### config.mk
export PLATFORM = sky130hd
export DESIGN_NAME = bg_chain_node
export DESIGN_NICKNAME = d
export VERILOG_FILES = /design/src/rtl/gnode_pkg.sv /design/src/rtl/gnode_pass_cell.sv /design/src/rtl/gnode_arb_fsm.sv /design/src/rtl/bg_chain_node.sv
export SDC_FILE = /design/constraint.sdc
export NUM_CORES = 1
export LEC_CHECK = 0
export BUFFER_PORTS_ARGS = -buffer_cell sky130_fd_sc_hd__buf_2
export CAP_MARGIN = 20
export CORE_AREA = 2 2 39 41
export DETAILED_ROUTE_END_ITERATION = 10
export DIE_AREA = 0 0 41 43
export PLACE_DENSITY_LB_ADDON = 0.08
export RECOVER_POWER = 25
export SYNTH_ARGS = -nofsm -noshare
export SYNTH_HDL_FRONTEND = slang
export SYNTH_HIERARCHICAL = 1
export SYNTH_SLANG_ARGS = --single-unit
### constraint.sdc
create_clock -name clk -period 1.2 [get_ports clk]
set_input_delay 0.06 -clock clk [delete_from_list [all_inputs] [get_ports clk]]
set_output_delay 0.06 -clock clk [all_outputs]
set_load 0.03 [all_outputs]
### src/rtl/gnode_pkg.sv
`timescale 1ns/1ps
package gnode_pkg;

   // Own-level handling state, chosen once per grant
   typedef enum logic [1:0] {
      GN_IDLE  = 2'd0,
      GN_PASS  = 2'd1,
      GN_OWN   = 2'd2,
      GN_STEAL = 2'd3
   } gnode_state_e;

   function automatic logic gn_holds_sack(input gnode_state_e s);
      return (s == GN_OWN) || (s == GN_STEAL);
   endfunction

endpackage

### src/rtl/gnode_pass_cell.sv
`timescale 1ns/1ps
module gnode_pass_cell #(
   parameter bit PASS_REG = 1'b1
) (
   input  logic clk,
   input  logic rst_n,
   input  logic g_in,
   input  logic allow_now,
   input  logic allow_nxt,
   output logic g_out
);

   generate
      if (PASS_REG) begin : g_reg
         logic q;
         always_ff @(posedge clk or negedge rst_n) begin
            if (!rst_n) q <= 1'b0;
            else        q <= g_in & allow_nxt;
         end
         assign g_out = q;
         logic unused_now;
         assign unused_now = allow_now;
      end else begin : g_comb
         assign g_out = g_in & allow_now;
         logic unused_seq;
         assign unused_seq = &{1'b0, clk, rst_n, allow_nxt};
      end
   endgenerate

endmodule

### src/rtl/gnode_arb_fsm.sv
`timescale 1ns/1ps
module gnode_arb_fsm
   import gnode_pkg::*;
#(
   parameter bit STEAL_OK = 1'b1
) (
   input  logic          clk,
   input  logic          rst_n,
   input  logic          grant,
   input  logic          own_req,
   input  logic          npr_seen,
   input  logic          steal_en,
   output gnode_state_e  state_q,
   output gnode_state_e  state_nxt,
   output logic          sack,
   output logic          selected
);

   gnode_state_e st_q, st_d;
   logic         sack_q, sel_q;
   logic         steal_hit;

   assign steal_hit = STEAL_OK && steal_en && npr_seen;

   always_comb begin
      st_d = st_q;
      unique case (st_q)
         GN_IDLE: begin
            if (grant) begin
               if (own_req)        st_d = GN_OWN;
               else if (steal_hit) st_d = GN_STEAL;
               else                st_d = GN_PASS;
            end
         end
         GN_PASS, GN_OWN, GN_STEAL: begin
            if (!grant) st_d = GN_IDLE;
         end
         default: st_d = GN_IDLE;
      endcase
   end

   always_ff @(posedge clk or negedge rst_n) begin
      if (!rst_n) begin
         st_q   <= GN_IDLE;
         sack_q <= 1'b0;
         sel_q  <= 1'b0;
      end else begin
         st_q   <= st_d;
         sack_q <= gn_holds_sack(st_d);
         sel_q  <= (st_d == GN_OWN);
      end
   end

   assign state_q   = st_q;
   assign state_nxt = st_d;
   assign sack      = sack_q;
   assign selected  = sel_q;

endmodule

### src/rtl/bg_chain_node.sv
`timescale 1ns/1ps
module bg_chain_node
   import gnode_pkg::*;
#(
   parameter int unsigned N_LINES   = 5,
   parameter int unsigned OWN_LEVEL = 1,
   parameter int unsigned NPG_LINE  = 4,
   parameter bit          PASS_REG  = 1'b1
) (
   input  logic               clk,
   input  logic               rst_n,
   input  logic [N_LINES-1:0] grant_in,
   input  logic               npr_seen,
   input  logic               own_req,
   input  logic               steal_en,
   output logic [N_LINES-1:0] grant_out,
   output logic               sack,
   output logic               selected
);

   localparam bit STEAL_OK = (OWN_LEVEL != NPG_LINE);

   generate
      if (N_LINES < 2) begin : g_bad_n
         $error("bg_chain_node: N_LINES must be at least 2");
      end
      if (OWN_LEVEL >= N_LINES) begin : g_bad_own
         $error("bg_chain_node: OWN_LEVEL out of range");
      end
      if (NPG_LINE >= N_LINES) begin : g_bad_npg
         $error("bg_chain_node: NPG_LINE out of range");
      end
   endgenerate

   gnode_state_e own_st_q, own_st_d;

   gnode_arb_fsm #(
      .STEAL_OK (STEAL_OK)
   ) u_fsm (
      .clk       (clk),
      .rst_n     (rst_n),
      .grant     (grant_in[OWN_LEVEL]),
      .own_req   (own_req),
      .npr_seen  (npr_seen),
      .steal_en  (steal_en),
      .state_q   (own_st_q),
      .state_nxt (own_st_d),
      .sack      (sack),
      .selected  (selected)
   );

   generate
      for (genvar i = 0; i < N_LINES; i++) begin : g_line
         logic al_now, al_nxt;
         if (i == OWN_LEVEL) begin : g_own
            assign al_now = (own_st_q == GN_PASS);
            assign al_nxt = (own_st_d == GN_PASS);
         end else begin : g_thru
            assign al_now = 1'b1;
            assign al_nxt = 1'b1;
         end
         gnode_pass_cell #(
            .PASS_REG (PASS_REG)
         ) u_cell (
            .clk       (clk),
            .rst_n     (rst_n),
            .g_in      (grant_in[i]),
            .allow_now (al_now),
            .allow_nxt (al_nxt),
            .g_out     (grant_out[i])
         );
      end
   endgenerate

endmodule

Yosys cells after proc, flatten, opt, wreduce, memory -nomap -nowiden
Cells that the tools add are included.
{ "word_totals": {"word_cells": 24, "inputBits": 10, "reg_bits": 9} }
{ "op_classes": {"n_eq_ne": 6, "reduce_logical": 4, "n_bitwise": 1, "mux": 5} }
{ "op_table": {"columns": ["cell", "count"], "rows": [
  ["2-bit equality test (second input constant)", 4],
  ["2-bit two-way mux", 4],
  ["2-bit by 1-bit equality test with 1-bit output (second input constant)", 2],
  ["2-bit one-hot mux with 2 select lines", 1],
  ["3-bit OR reduction", 1],
  ["2-bit logical NOT", 1],
  ["1-bit AND", 1],
  ["1-bit logical AND", 1],
  ["1-bit logical OR", 1]
]} }

Depth between registers and ports, before layout
Gate-level depths: netlist (run 1).
{ "depth": {"word_depth": 7, "depth_mapped": 4, "ltp_nobuf": 4} }

By module
Netlist (run 1), hierarchy kept.
{ "by_module_without_submodules": {"columns": ["module", "area_per_inst_um2", "n_inst", "cells_each", "seq_area_each_um2"], "rows": [
  ["gnode_pass_cell", 31.3, 5, 2, 25.0],
  ["gnode_arb_fsm", 145.1, 1, 12, 100.1],
  ["bg_chain_node", 31.3, 1, 3, 0.0]
]} }

Worst setup path before layout (run 1)
No wires, ideal clock.
{ "synth_timing": {"kind": "register to register", "startpoint": "reg u_fsm.st_q[1], in the netlist u_fsm/state_q[1]", "endpoint": "reg g_line[1].u_cell.g_reg.q", "t_arrival_ns": 1.076, "stages_incl_launch_ff": 5, "path_slack_ns": 0.005, "path_cell_list": "dfrtp_1 > nor2_1 > a221oi_1 > nor2b_4 > and2_1"} }
{ "synth_via": {"elab_chain_len": 5, "elab_cells_between_ends": 10, "classes_between": "4 x eq/ne; 3 x mux; 1 x bitwise; 2 x reduce/logical"} }
{ "synth_lines": {"columns": ["element", "line", "text"], "rows": [
  ["start, declared", "gnode_arb_fsm.sv:19", "gnode_state_e st_q, st_d;"],
  ["start signal, assigned", "gnode_arb_fsm.sv:48", "st_q <= st_d;"],
  ["2-bit by 1-bit equality test with 1-bit output or 2-bit equality test (tied branches)", "gnode_arb_fsm.sv:27", "unique case (st_q)"],
  ["3-bit OR reduction", "gnode_arb_fsm.sv:27", null],
  ["2-bit one-hot mux with 2 select lines (*)", "gnode_arb_fsm.sv:27", null],
  ["via own_st_d[1]", "bg_chain_node.sv:35", "gnode_state_e own_st_q, own_st_d;"],
  ["2-bit by 1-bit equality test with 1-bit output (*)", "bg_chain_node.sv:57", "assign al_nxt = (own_st_d == GN_PASS);"],
  ["via g_line[1].al_nxt", "bg_chain_node.sv:54", "logic al_now, al_nxt;"],
  ["1-bit AND (*)", "gnode_pass_cell.sv:18", "else q <= g_in & allow_nxt;"],
  ["end signal, assigned", "gnode_pass_cell.sv:18", null],
  ["end, declared", "gnode_pass_cell.sv:15", "logic q;"]
]} }
Mark *: on every way through the listed nets, which the timed path passes. The rest lies on a longest branch.

Worst setup path after layout (run 1)
{ "layout_timing": {"startpoint": "reg u_fsm.st_q[0], in the netlist u_fsm/state_q[0]", "endpoint": "reg g_line[1].u_cell.g_reg.q"} }
Same word-level chain as after synthesis.

==> run metrics, run 1 <==
Hold Slack 0.0175 ns; commonest non-fill, non-tap cell in the layout buf_2; outcome finished, final reports clean; Final Cycle Share 0.927; commonest non-fill, non-tap cells in the layout buf_2, dfrtp_1, conb_1; layout filler cell count 149; Avg WL per Cell 9.16 um; Crit Path Max Fanout 4; first-pass GRT wire length 931 um; startpoint types flop; Worst-path clk slew 0.06 ns; clock share of power 0.341; post-detail-place hpwl 431 um; max-cap violations 0; # diodes 0; Core ar. 0.00138 mm^2; data arrival time at the worst-slack endpoint 1.25 ns; row count 14; Synth-to-Final Area Change 48.6%; Worst Hold Class in2reg; clk buf depth 2; Placer Congestion 0.493; drt drc 0; switch share 0.256; Die Wd 41 um; CTS sink cnt 9; CTS H-tree lvls 1; Syn Std Cell Area 319 um^2; share of cells above drive strength 1 0.438; yosys warns 6; vias per cell 3.73; Reg power frac 0.503; Peak VDD IR 0.449 mV; crit path launch u_fsm/state_q[0]$_DFF_PN0_; port buffer count 16; CTS tree built; achievable frequency 899 MHz; DP Worst Slack -0.0317 ns; Congestion Overflow GR 0; CTS Buf Count 3; root buf cell clkbuf_4; # nets final 59; # IOs 17; Pint 491 uW; final slew viol count 0; Vias 239; initial antenna violation count 0; combinational share of power 0.156; critical path class reg2reg; Critical Path RT 1.34 ns; Cells after Synth 24; RSZ-0062 raised after global routing false; Post-Route WL 586 um; final setup vio count 0; Tot GR Track Use 0.0832; Antenna Violating Nets Remaining 0; initial core utilization 0.231; min cycle time layout 1.11 ns; clk_lat worst skew 0.25 ns; DR pass1 iterations 3; die area 0.00176 mm^2; worst r2r src u_fsm/state_q[0]$_DFF_PN0_; vias in the first global route 258; Non-Filler Instances 64; dpl cells 59; pin count of the biggest net entering global routing 10; Chip Height 43 um; Final Hold Viols 0; Switch Pwr 169 uW; hold wc startpoint grant_in[2]; Worst Setup Slack, final 0.0882 ns; CP Capture Type flop; clk_skew 0.00373 ns; LEAKAGE 0.000254 uW; Mean Syn Cell Area 13.3 um^2; Pwr Density 1390 mW/mm^2; DRT iter0 DRCs 3
final timing paths:
| path | to | slack [ns] | cells past startpoint |
|---|---|---|---|
| worst max register to register | g_line[1].u_cell/g_out$_DFF_PN0_ | 0.09 | 3 |
| worst max-delay path | g_line[1].u_cell/g_out$_DFF_PN0_ | 0.09 | 3 |
| worst min-delay path | g_line[2].u_cell/g_out$_DFF_PN0_ | 0.02 | 2 |
| max in group asynchronous | g_line[4].u_cell/g_out$_DFF_PN0_ | 0.61 | 2 |
| worst min register to register | u_fsm/selected$_DFF_PN0_ | 0.52 | 1 |
| min in group asynchronous | u_fsm/state_q[0]$_DFF_PN0_ | 0.27 | 2 |
registers in the layout (all words and copies together), names as in the netlist:
name / flops
g_line.u_cell/g_out: 5
u_fsm/sack: 1
u_fsm/selected: 1
u_fsm/state_q: 2
power groups by stage:
stage | sequential (uW) | clock, uW | combinational [uW]
after floorplan | 367 | 0 | 28.4
after global placement | 335 | 0 | 96.4
after detailed placement | 336 | 0 | 98.2
after CTS | 331 | 240 | 104
after global routing | 334 | 251 | 114
final | 332 | 225 | 103
metal layers:
metal / global-route usage / part of all wire / up-vias
met4: 0.0600 / 0 / 0
met2: 0.134 / 0.54 / 13
met5: 0 / 0 / -
met3: 0.0314 / 0.13 / 0
met1: 0.0800 / 0.33 / 106
li1: - / - / 120
worst max-delay path: stages, from the launching register on:
cell	delay (ns)
dfrtp_1	0.41
a221oi_2	0.39
nor2b_4	0.06
and2_1	0.14
timing repair:
item / 4_1_cts / 5_1_grt
gates cloned: 0 / 0
hold buffers: 1 / 0
gates resized for setup: 1 / 1
setup buffers: 0 / 0
setup endpoints to repair: 1 / 1
endpoints found under the hold margin: 9 / 0
stage by stage:
step                power, uW  setup TNS [ns]  instance area, um^2   util
global route              699               0                  474  0.343
CTS                       675               0                  473  0.342
floorplan                 395               0                  330      -
finish                    660               0                  474  0.343
global placement          432               0                  430  0.311
detailed placement        434         -0.0317                  430  0.311
area by class of cell:
| class | instances | area, um^2 | area share |
|---|---|---|---|
| Timing Repair Buffer | 17 | 88.8 | 0.187 |
| Inverter | 2 | 7.51 | 0.0158 |
| Multi-Input combinational cell | 16 | 106 | 0.224 |
| Sequential cell | 9 | 225 | 0.475 |
| Clock buffer | 4 | 26.3 | 0.0554 |
| Tap cell | 16 | 20.0 | 0.0422 |
(Power assumes the default switching activity.)
==> run 2: changes to the inputs <==
Settings changed: SETUP_SLACK_MARGIN set to 0.15.
==> run metrics, run 2 (synthesis results as in run 1) <==
clk_lat worst skew 0.25 ns (about the same); dpl cells 59 (unchanged); vias in the first global route 237 (was 258); share of cells above drive strength 1 0.510 (was 0.438); Buf/Inv on CP 1 (was 0); DR pass1 iterations 4 (was 3); root buf cell clkbuf_4 (unchanged); startpoint types flop (unchanged); max-cap violations 0 (unchanged); CTS sink cnt 9 (unchanged); final slew viol count 0 (unchanged); CTS Buf Count 3 (unchanged); data arrival time at the worst-slack endpoint 1.22 ns (was 1.25 ns); drt drc 0 (unchanged); die area 0.00176 mm^2 (unchanged); Final Cycle Share 0.897 (was 0.927); Antenna Violating Nets Remaining 0 (unchanged); critical path class reg2reg (unchanged); Chip Height 43 um (unchanged); Peak VDD IR 0.428 mV (was 0.449 mV); min cycle time layout 1.08 ns (was 1.11 ns); CTS tree built (unchanged); cell family with most CP delay flip-flops (unchanged); R2R Setup Slk 0.12 ns (was 0.09 ns); Die Wd 41 um (unchanged); post-detail-place hpwl 454 um (was 431 um); DRT iter0 DRCs 1 (was 3); Tot GR Track Use 0.0874 (was 0.0832); CP max-delay cell dfrtp_1 (unchanged); Pwr Density 1340 mW/mm^2 (was 1390 mW/mm^2); Post-Route WL 586 um (unchanged); Placer Congestion 0.516 (was 0.493); vias per cell 3.88 (was 3.73); # diodes 0 (unchanged); busiest grt layer met2 (unchanged); CTS H-tree lvls 1 (unchanged); commonest non-fill, non-tap cells in the layout buf_2, dfrtp_1, conb_1 (unchanged); GRT met1 Usage 0.0836 (was 0.0800); Critical Path RT 1.35 ns (was 1.34 ns); Avg WL per Cell 9.02 um (was 9.16 um); Worst-path clk slew 0.06 ns (about the same); Congestion Overflow GR 0 (unchanged); Final Hold Viols 0 (unchanged); Crit Path Max Fanout 2 (was 4); GR Util met2 0.125 (was 0.134); Non-Filler Instances 65 (was 64); clk_skew 0.00257 ns (was 0.00373 ns); outcome finished, final reports clean (unchanged); initial core utilization 0.231 (unchanged); clk buf depth 2 (unchanged); # nets final 60 (was 59); LEAKAGE 0.000261 uW (was 0.000254 uW); pin count of the biggest net entering global routing 10 (unchanged); GR Util met3 0.0471 (was 0.0314); max reg flops 5 (unchanged); setup TNS 0 ns (unchanged); RSZ-0062 raised after global routing true (was false); first-pass GRT wire length 931 um (unchanged); row count 14 (unchanged); commonest non-fill, non-tap cell in the layout buf_2 (unchanged); crit path cell chain inv_2, a221oi_4, nor2b_4, and2_4 (was a221oi_2, nor2b_4, and2_1); Vias 252 (was 239); Core ar. 0.00138 mm^2 (unchanged); final setup vio count 0 (unchanged); port buffer count 16 (unchanged); # IOs 17 (unchanged); initial antenna violation count 0 (unchanged); Worst Hold Class in2reg (unchanged); achievable frequency 929 MHz (was 899 MHz); Synth-to-Final Area Change 57.3% (was 48.6%); CP Capture Type flop (unchanged); CP peak stage delay 0.40 ns (was 0.41 ns)
## run 2: worst register-to-register path: cells and delay by family (launching register included)
| kind | cells | cell delay (ns) |
|---|---|---|
| flops | 1 | 0.40 |
| compound gates | 1 | 0.32 |
| simple gates | 2 | 0.19 |
| buf+inv | 1 | 0.07 |
## run 2: final cells by class
class	instances	area, um^2
clock buffer	4	26.3
fill	152	882
inverter	2	7.51
multi-input combinational	16	125
sequential	9	226
tap	16	20.0
timing repair buffer	18	96.3
## run 2: what timing repair did
| item | CTS | global route |
|---|---|---|
| setup buffers | 0 | 1 |
| resized for setup | 2 | 4 |
| endpoints found under the setup margin | 1 | 1 |
| endpoints found under the hold margin | 9 | 0 |
| pin swaps | 1 | 2 |
| hold buffers | 1 | 0 |
## run 2: power breakdown
part	internal, uW	total (uW)	leakage, uW	switching [uW]
clock	127	220	0.0000150	92.7
combinational	48.4	116	0.000131	68.1
sequential	324	336	0.000115	11.2
total	500	672	0.000261	172
## run 2: metrics by stage
stage	hold slack, ns	cell area, um^2	worst slack [ns]	utilization	power, uW
3_5_place_dp	-0.0795	437	0.100	0.316	439
2_1_floorplan	-0.236	337	0.157	-	399
6_report	0.0226	502	0.123	0.363	672
4_1_cts	0.00853	487	0.120	0.352	683
5_1_grt	0.00804	502	0.0833	0.363	730
3_3_place_gp	-0.0814	437	0.147	0.316	435
## run 2: path summary, 6_finish.rpt
kind / end / from / depth (start not counted)
max: g_line[1].u_cell/g_out$_DFF_PN0_ / u_fsm/state_q[1]$_DFF_PN0_ / 4
min: g_line[2].u_cell/g_out$_DFF_PN0_ / grant_in[2] / 2
max reg2reg: g_line[1].u_cell/g_out$_DFF_PN0_ / u_fsm/state_q[1]$_DFF_PN0_ / 4
min reg2reg: u_fsm/selected$_DFF_PN0_ / u_fsm/state_q[0]$_DFF_PN0_ / 1
max in group asynchronous: u_fsm/state_q[0]$_DFF_PN0_ / rst_n / 2
min in group asynchronous: g_line[3].u_cell/g_out$_DFF_PN0_ / rst_n / 2
## run 2: metal layers
metal / part of all wire / vias to the layer above
li1: - / 125
met1: 0.31 / 114
met5: 0 / -
met4: 0.014 / 0
met3: 0.11 / 2
met2: 0.57 / 11
